===== config.mk =====
export PLATFORM = sky130hd
export DESIGN_NAME = edo_cycle_decoder
export DESIGN_NICKNAME = d
export VERILOG_FILES = /design/src/rtl/edo_pkg.sv /design/src/rtl/edo_sync.sv /design/src/rtl/edo_edge.sv /design/src/rtl/edo_rfsh_ctr.sv /design/src/rtl/edo_cycle_decoder.sv
export SDC_FILE = /design/constraint.sdc
export NUM_CORES = 1
export LEC_CHECK = 0
export BUFFER_PORTS_ARGS = -buffer_cell sky130_fd_sc_hd__buf_2
export CAP_MARGIN = 20
export CORE_UTILIZATION = 56
export DETAILED_ROUTE_END_ITERATION = 8
export HOLD_SLACK_MARGIN = 0.02
export PLACE_DENSITY = 0.79
export SYNTH_ARGS = -nofsm -noshare
export SYNTH_HDL_FRONTEND = slang
export SYNTH_SLANG_ARGS = --single-unit

===== constraint.sdc =====
create_clock -name clk -period 2.23 [get_ports clk]
set_input_delay 0.1115 -clock clk [delete_from_list [all_inputs] [get_ports clk]]
set_output_delay 0.1115 -clock clk [all_outputs]
set_load 0.005 [all_outputs]

===== src/rtl/edo_pkg.sv =====
`timescale 1ns/1ps
package edo_pkg;

    typedef enum logic [2:0] {
        CY_STANDBY = 3'd0,
        CY_READ    = 3'd1,
        CY_EWRITE  = 3'd2,
        CY_RDWR    = 3'd3,
        CY_PAGE    = 3'd4,
        CY_RASONLY = 3'd5,
        CY_CBR     = 3'd6,
        CY_HIDDEN  = 3'd7
    } cyc_e;

    typedef enum logic [2:0] {
        ST_IDLE    = 3'd0,
        ST_CBR_ARM = 3'd1,
        ST_ROW     = 3'd2,
        ST_ACC     = 3'd3,
        ST_HOLD    = 3'd4,
        ST_RFSH    = 3'd5
    } dec_st_e;

    typedef struct packed {
        logic ras_n;
        logic lcas_n;
        logic ucas_n;
        logic we_n;
        logic oe_n;
    } strobe_t;

    localparam int STROBE_W = $bits(strobe_t);

    typedef struct packed {
        logic       ras_fall;
        logic       ras_rise;
        logic       cas_fall;
        logic       we_fall;
        logic       cas_low;
        logic       we_n;
        logic       oe_n;
        logic       all_high_now;
        logic       all_high_prev;
        logic [1:0] lanes;
    } edge_t;

endpackage


===== src/rtl/edo_sync.sv =====
`timescale 1ns/1ps
module edo_sync #(
    parameter int             W       = 8,
    parameter int             STAGES  = 2,
    parameter logic [W-1:0]   RST_VAL = '0
) (
    input  logic         clk,
    input  logic         rst_n,
    input  logic [W-1:0] din,
    output logic [W-1:0] dout
);
    logic [W-1:0] stg_q [STAGES];
    logic [W-1:0] stg_d [STAGES];

    always_comb begin
        stg_d[0] = din;
        for (int i = 1; i < STAGES; i++) begin
            stg_d[i] = stg_q[i-1];
        end
    end

    always_ff @(posedge clk or negedge rst_n) begin
        if (!rst_n) begin
            for (int i = 0; i < STAGES; i++) stg_q[i] <= RST_VAL;
        end else begin
            for (int i = 0; i < STAGES; i++) stg_q[i] <= stg_d[i];
        end
    end

    assign dout = stg_q[STAGES-1];
endmodule


===== src/rtl/edo_edge.sv =====
`timescale 1ns/1ps
module edo_edge
    import edo_pkg::*;
(
    input  logic    clk,
    input  logic    rst_n,
    input  strobe_t cur,
    output edge_t   ev
);
    strobe_t prev_q, prev_d;
    logic    cas_low_c, cas_low_p;

    always_comb begin
        prev_d    = cur;
        cas_low_c = !cur.lcas_n || !cur.ucas_n;
        cas_low_p = !prev_q.lcas_n || !prev_q.ucas_n;

        ev.ras_fall      = prev_q.ras_n && !cur.ras_n;
        ev.ras_rise      = !prev_q.ras_n && cur.ras_n;
        ev.cas_fall      = cas_low_c && !cas_low_p;
        ev.we_fall       = prev_q.we_n && !cur.we_n;
        ev.cas_low       = cas_low_c;
        ev.we_n          = cur.we_n;
        ev.oe_n          = cur.oe_n;
        ev.all_high_now  = cur.ras_n && !cas_low_c;
        ev.all_high_prev = prev_q.ras_n && !cas_low_p;
        ev.lanes         = {!cur.ucas_n, !cur.lcas_n};
    end

    always_ff @(posedge clk or negedge rst_n) begin
        if (!rst_n) prev_q <= '1;
        else        prev_q <= prev_d;
    end
endmodule


===== src/rtl/edo_rfsh_ctr.sv =====
`timescale 1ns/1ps
module edo_rfsh_ctr #(
    parameter int W = 10
) (
    input  logic         clk,
    input  logic         rst_n,
    input  logic         inc,
    output logic [W-1:0] cnt
);
    logic [W-1:0] cnt_q, cnt_d;

    always_comb begin
        cnt_d = cnt_q;
        if (inc) cnt_d = cnt_q + W'(1);
    end

    always_ff @(posedge clk or negedge rst_n) begin
        if (!rst_n) cnt_q <= '0;
        else        cnt_q <= cnt_d;
    end

    assign cnt = cnt_q;
endmodule


===== src/rtl/edo_cycle_decoder.sv =====
`timescale 1ns/1ps
module edo_cycle_decoder
    import edo_pkg::*;
#(
    parameter int ADDR_W      = 10,
    parameter int SYNC_STAGES = 2
) (
    input  logic              clk,
    input  logic              rst_n,
    input  logic              ras_n,
    input  logic              lcas_n,
    input  logic              ucas_n,
    input  logic              we_n,
    input  logic              oe_n,
    input  logic [ADDR_W-1:0] addr,
    output logic              cyc_valid,
    output logic [2:0]        cyc_type,
    output logic [ADDR_W-1:0] row_addr,
    output logic [ADDR_W-1:0] col_addr,
    output logic [1:0]        lane_en,
    output logic [ADDR_W-1:0] rfsh_row
);
    localparam int                SYNC_W   = STROBE_W + ADDR_W;
    localparam logic [SYNC_W-1:0] SYNC_RST = {{STROBE_W{1'b1}}, {ADDR_W{1'b0}}};

    typedef struct packed {
        dec_st_e           st;
        logic [ADDR_W-1:0] row;
        logic [ADDR_W-1:0] col;
        logic [ADDR_W-1:0] rfsh;
        logic [1:0]        lane;
        logic              valid;
        cyc_e              ctype;
        logic              acc_read;
        logic              rw_done;
    } dec_t;

    logic [SYNC_W-1:0] sync_out;
    strobe_t           strb_s;
    logic [ADDR_W-1:0] addr_s;
    edge_t             ev;
    logic [ADDR_W-1:0] ctr_w;
    logic              ctr_inc;
    dec_t              q, d;

    edo_sync #(
        .W       (SYNC_W),
        .STAGES  (SYNC_STAGES),
        .RST_VAL (SYNC_RST)
    ) u_sync (
        .clk  (clk),
        .rst_n(rst_n),
        .din  ({ras_n, lcas_n, ucas_n, we_n, oe_n, addr}),
        .dout (sync_out)
    );

    assign strb_s = strobe_t'(sync_out[SYNC_W-1:ADDR_W]);
    assign addr_s = sync_out[ADDR_W-1:0];

    edo_edge u_edge (
        .clk  (clk),
        .rst_n(rst_n),
        .cur  (strb_s),
        .ev   (ev)
    );

    edo_rfsh_ctr #(.W(ADDR_W)) u_ctr (
        .clk  (clk),
        .rst_n(rst_n),
        .inc  (ctr_inc),
        .cnt  (ctr_w)
    );

    always_comb begin
        d       = q;
        d.valid = 1'b0;
        ctr_inc = 1'b0;

        case (q.st)
            ST_IDLE: begin
                if (ev.ras_fall) begin
                    if (ev.cas_low) begin
                        d.valid = 1'b1;
                        d.ctype = CY_CBR;
                        d.rfsh  = ctr_w;
                        d.lane  = '0;
                        ctr_inc = 1'b1;
                        d.st    = ST_RFSH;
                    end else begin
                        d.row  = addr_s;
                        d.lane = '0;
                        d.st   = ST_ROW;
                    end
                end else if (ev.cas_fall) begin
                    d.st = ST_CBR_ARM;
                end
            end
            ST_CBR_ARM: begin
                if (ev.ras_fall) begin
                    if (ev.cas_low) begin
                        d.valid = 1'b1;
                        d.ctype = CY_CBR;
                        d.rfsh  = ctr_w;
                        d.lane  = '0;
                        ctr_inc = 1'b1;
                        d.st    = ST_RFSH;
                    end else begin
                        d.row  = addr_s;
                        d.lane = '0;
                        d.st   = ST_ROW;
                    end
                end else if (!ev.cas_low) begin
                    d.st = ST_IDLE;
                end
            end
            ST_ROW: begin
                if (ev.ras_rise) begin
                    d.valid = 1'b1;
                    d.ctype = CY_RASONLY;
                    d.lane  = '0;
                    d.st    = ST_IDLE;
                end else if (ev.cas_fall) begin
                    d.valid    = 1'b1;
                    d.ctype    = ev.we_n ? CY_READ : CY_EWRITE;
                    d.col      = addr_s;
                    d.lane     = ev.lanes;
                    d.acc_read = ev.we_n;
                    d.rw_done  = 1'b0;
                    d.st       = ST_ACC;
                end
            end
            ST_ACC: begin
                if (ev.ras_rise) begin
                    d.st = ev.cas_low ? ST_HOLD : ST_IDLE;
                end else if (ev.cas_fall) begin
                    d.valid    = 1'b1;
                    d.ctype    = CY_PAGE;
                    d.col      = addr_s;
                    d.lane     = ev.lanes;
                    d.acc_read = ev.we_n;
                    d.rw_done  = 1'b0;
                end else if (ev.we_fall && ev.cas_low && ev.oe_n &&
                             q.acc_read && !q.rw_done) begin
                    d.valid   = 1'b1;
                    d.ctype   = CY_RDWR;
                    d.rw_done = 1'b1;
                end
            end
            ST_HOLD: begin
                if (ev.ras_fall && ev.cas_low) begin
                    d.valid = 1'b1;
                    d.ctype = CY_HIDDEN;
                    d.rfsh  = ctr_w;
                    ctr_inc = 1'b1;
                    d.st    = ST_RFSH;
                end else if (!ev.cas_low) begin
                    d.st = ST_IDLE;
                end
            end
            ST_RFSH: begin
                if (ev.ras_rise) begin
                    d.st = ev.cas_low ? ST_CBR_ARM : ST_IDLE;
                end
            end
            default: d.st = ST_IDLE;
        endcase

        if (!d.valid && ev.all_high_now && !ev.all_high_prev) begin
            d.valid = 1'b1;
            d.ctype = CY_STANDBY;
            d.lane  = '0;
            d.st    = ST_IDLE;
        end
    end

    always_ff @(posedge clk or negedge rst_n) begin
        if (!rst_n) begin
            q          <= '0;
            q.st       <= ST_IDLE;
            q.ctype    <= CY_STANDBY;
        end else begin
            q <= d;
        end
    end

    assign cyc_valid = q.valid;
    assign cyc_type  = q.ctype;
    assign row_addr  = q.row;
    assign col_addr  = q.col;
    assign lane_en   = q.lane;
    assign rfsh_row  = q.rfsh;
endmodule


==> qor.csv <==
stage,metric,value,unit
synth,ys_ff_latch,85,
placement,post-place-ws,268,ps
critical_path,crit_type,flop to flop,
final_layout,multi_input_area,942,um2
cts,cts_tree,built,
timing,period_share,0.884,
placement,dp_hpwl,3.75,mm
final_layout,diodes,0,
placement,io_buffers,52,
critical_path,crit_chain,"nand2b_2, nand3_1, nor2_2, buf_12, mux2_2",
final_layout,nets,315,
timing,worst_pin_slew,598,ps
die,io_pins,53,
synth,synth_top_area_cell,dfrtp_1,
drt,vias_per_cell,5.23,
cts,postCtsHoldBufs,16,
critical_path,worstPathArrival,2210,ps
timing,finClkSkew,7.39,ps
placement,dp.cells,345,
cts,cts_root_buf,clkbuf_8,
timing,slew_violations,0,
synth,postSynth.asyncResetShare,1.00,
cts,worstSkewPairLatency,350,ps
timing,rsz0062_at_grt,false,
cts,cts.sinks,85,
synth,ys_types,43,
critical_path,cp_top_family,simple AND/OR/NAND/NOR gates,
final_layout,final_cell_mix,"dfrtp_1 (71), buf_2 (51), mux2_2 (30), dlygate4sd3_1 (16), dfstp_2 (14)",
die,die_x,80.2,um
final_layout,fin_area,3920,um2
synth,synth_nets,273,
drt,dr.pass1.iters,4,
critical_path,crit_buf_inv,1,
cts,cts_resized,0,
global_route,overflow,0,
timing,timing.final.crit_period,1970,ps
pwr,vdd_drop_max,540,uV
pwr,power,4.28,mW
critical_path,end_kind,flop,
drt,vias,1972,
die,initial_utilization,0.579,
synth,netlist_instances,255,
critical_path,critPathLaunchType,flop,
synth,synthDominantCellAreaShare,0.518,
timing,report.final.setup_viol,0,
final_layout,drive_above_1_share,0.414,
placement,gp_congestion,0.911,
timing,fin_ws,258,ps
run,maxCapViolCount,0,
synth,yosysWarningCount,0,
synth,ys.flop_type,dfrtp_1,
drt,drtAntennaViolNets,0,
final_layout,fillers,431,
global_route,grt_pass1_vias,1862,
timing,tns,0,ps
drt,wl,5.66,mm
global_route,grt_max_degree,49,
synth,syn_area,3430,um2
synth,yosysSeqAreaShare,0.626,
placement,place_area,3540,um2
timing,fmax,0.507,GHz
timing,slew_headroom,0.601,
final_layout,area_growth,14.4,%
pwr,powerDensity,1090,nW/um2
worst_hold_path,min_path_type,input pin to async pin,
final_layout,regArea,2140,um2
timing,fin_hold_ws,301,ps
cts,post-cts-setup-buffer-count,0,
synth,yosys-top-cells-area,"dfrtp_1 (52%), dfstp_2 (11%), mux2_2 (9.9%)",
drt,drc,0,
global_route,grt.total_usage,0.199,
die,die_h,80.2,um
cts,clk_pin_slew,80,ps
critical_path,critPathSlowestCell,dfstp_2,
final_layout,fin_cells,377,
final_layout,final_util,0.662,
synth,syn_avg_cell_area,13.4,um2
cts,cts-htree-levels,3,
cts,cts_buffers,9,
synth,synth_edf_count,0,
cts,clockBufferDepth,2,
critical_path,crit_fanout,9,
global_route,grt_pass1_wl,9.19,mm
critical_path,worstPathRequired,2470,ps
drt,drt_iter0_markers,112,
die,design.core.area,5920,um2
critical_path,slowest_delay,590,ps
timing,finalHoldViolCount,0,
die,die_area,6440,um2
pwr,leakage,1.86,nW
final_layout,final_common_cell,dfrtp_1,
run_status,status,"complete, no violations",
die,num_rows,28,
global_route,antenna_found_initial,0,
drt,wl_per_cell,15.0,um
routing by layer:
| layer | up-vias | part of all wire | track usage |
|---|---|---|---|
| li1 | 927 | - | - |
| met1 | 976 | 0.46 | 0.278 |
| met2 | 58 | 0.47 | 0.291 |
| met3 | 11 | 0.052 | 0.0545 |
| met4 | 0 | 0.022 | 0.0911 |
| met5 | - | 0 | 0 |
layout make-up:
cell class / instances / area share
clock inverters: 5 / 0.0217
well taps: 75 / 0.0239
clock buffers: 11 / 0.0335
multi-input cells: 119 / 0.240
flip-flops and latches: 85 / 0.547
inverters: 8 / 0.00766
repair buffers: 74 / 0.126
report_power, final:
| group | switching, mW | internal (mW) | total [mW] |
|---|---|---|---|
| Sequential | 0.258 | 1.90 | 2.15 |
| Clock | 0.529 | 0.635 | 1.16 |
| Combinational | 0.415 | 0.551 | 0.966 |
state kept, by name (all words and copies together) (netlist names), 3 cells and up:
signal         flops
u_sync.dout       15
u_sync.stg_d      15
col_addr          10
rfsh_row          10
row_addr          10
u_ctr.cnt         10
q                  5
u_edge.prev_q      4
cyc_type           3
final timing paths:
check	start	end	slack (ps)	cells after the start
max in group asynchronous	rst_n	lane_en[1]	1310	3
worst min-delay path	rst_n	rfsh_row[0]	300	2
worst min register to register	u_sync.stg_d[1]	u_sync.dout[1]	350	0
min in group clk	u_sync.stg_d[1]	u_sync.dout[1]	350	0
worst max register to register	u_edge.prev_q[4]	col_addr[3]	260	5
worst max-delay path	u_edge.prev_q[4]	col_addr[3]	260	5
kinds of logic after synthesis:
| group | Yosys count | share of synthesized area |
|---|---|---|
| DFF | 85 | 0.626 |
| muxes | 31 | 0.102 |
| buffers and inverters | 51 | 0.0993 |
| and+or+nand+nor | 49 | 0.0763 |
| xor gates and xnor gates | 10 | 0.0277 |
| adders and majority gates | 1 | 0.00365 |
| AOI/OAI and AO/OA | 28 | 0.0654 |
Yosys cell counts (2+ instances only):
library cell / instances
a211o_1: 2
a21oi_1: 4
a221oi_1: 2
a22o_1: 2
buf_2: 5
buf_4: 36
dfrtp_1: 71
dfstp_2: 14
inv_1: 8
mux2_2: 30
nand2_1: 10
nand2b_1: 2
nand3_1: 8
nand4_1: 5
nand4b_1: 2
nor2_1: 13
o2111ai_1: 2
o211ai_1: 2
o21ai_0: 5
or3_1: 2
xnor2_1: 6
xor2_1: 3
worst reg2reg max path, stage by stage, from the launching register on:
cell      delay [ps]
dfstp_2          590
nand2b_2         200
nand3_1          130
nor2_2           420
buf_12           190
mux2_2           330
Note: power is estimated with default switching activity, not from simulation.
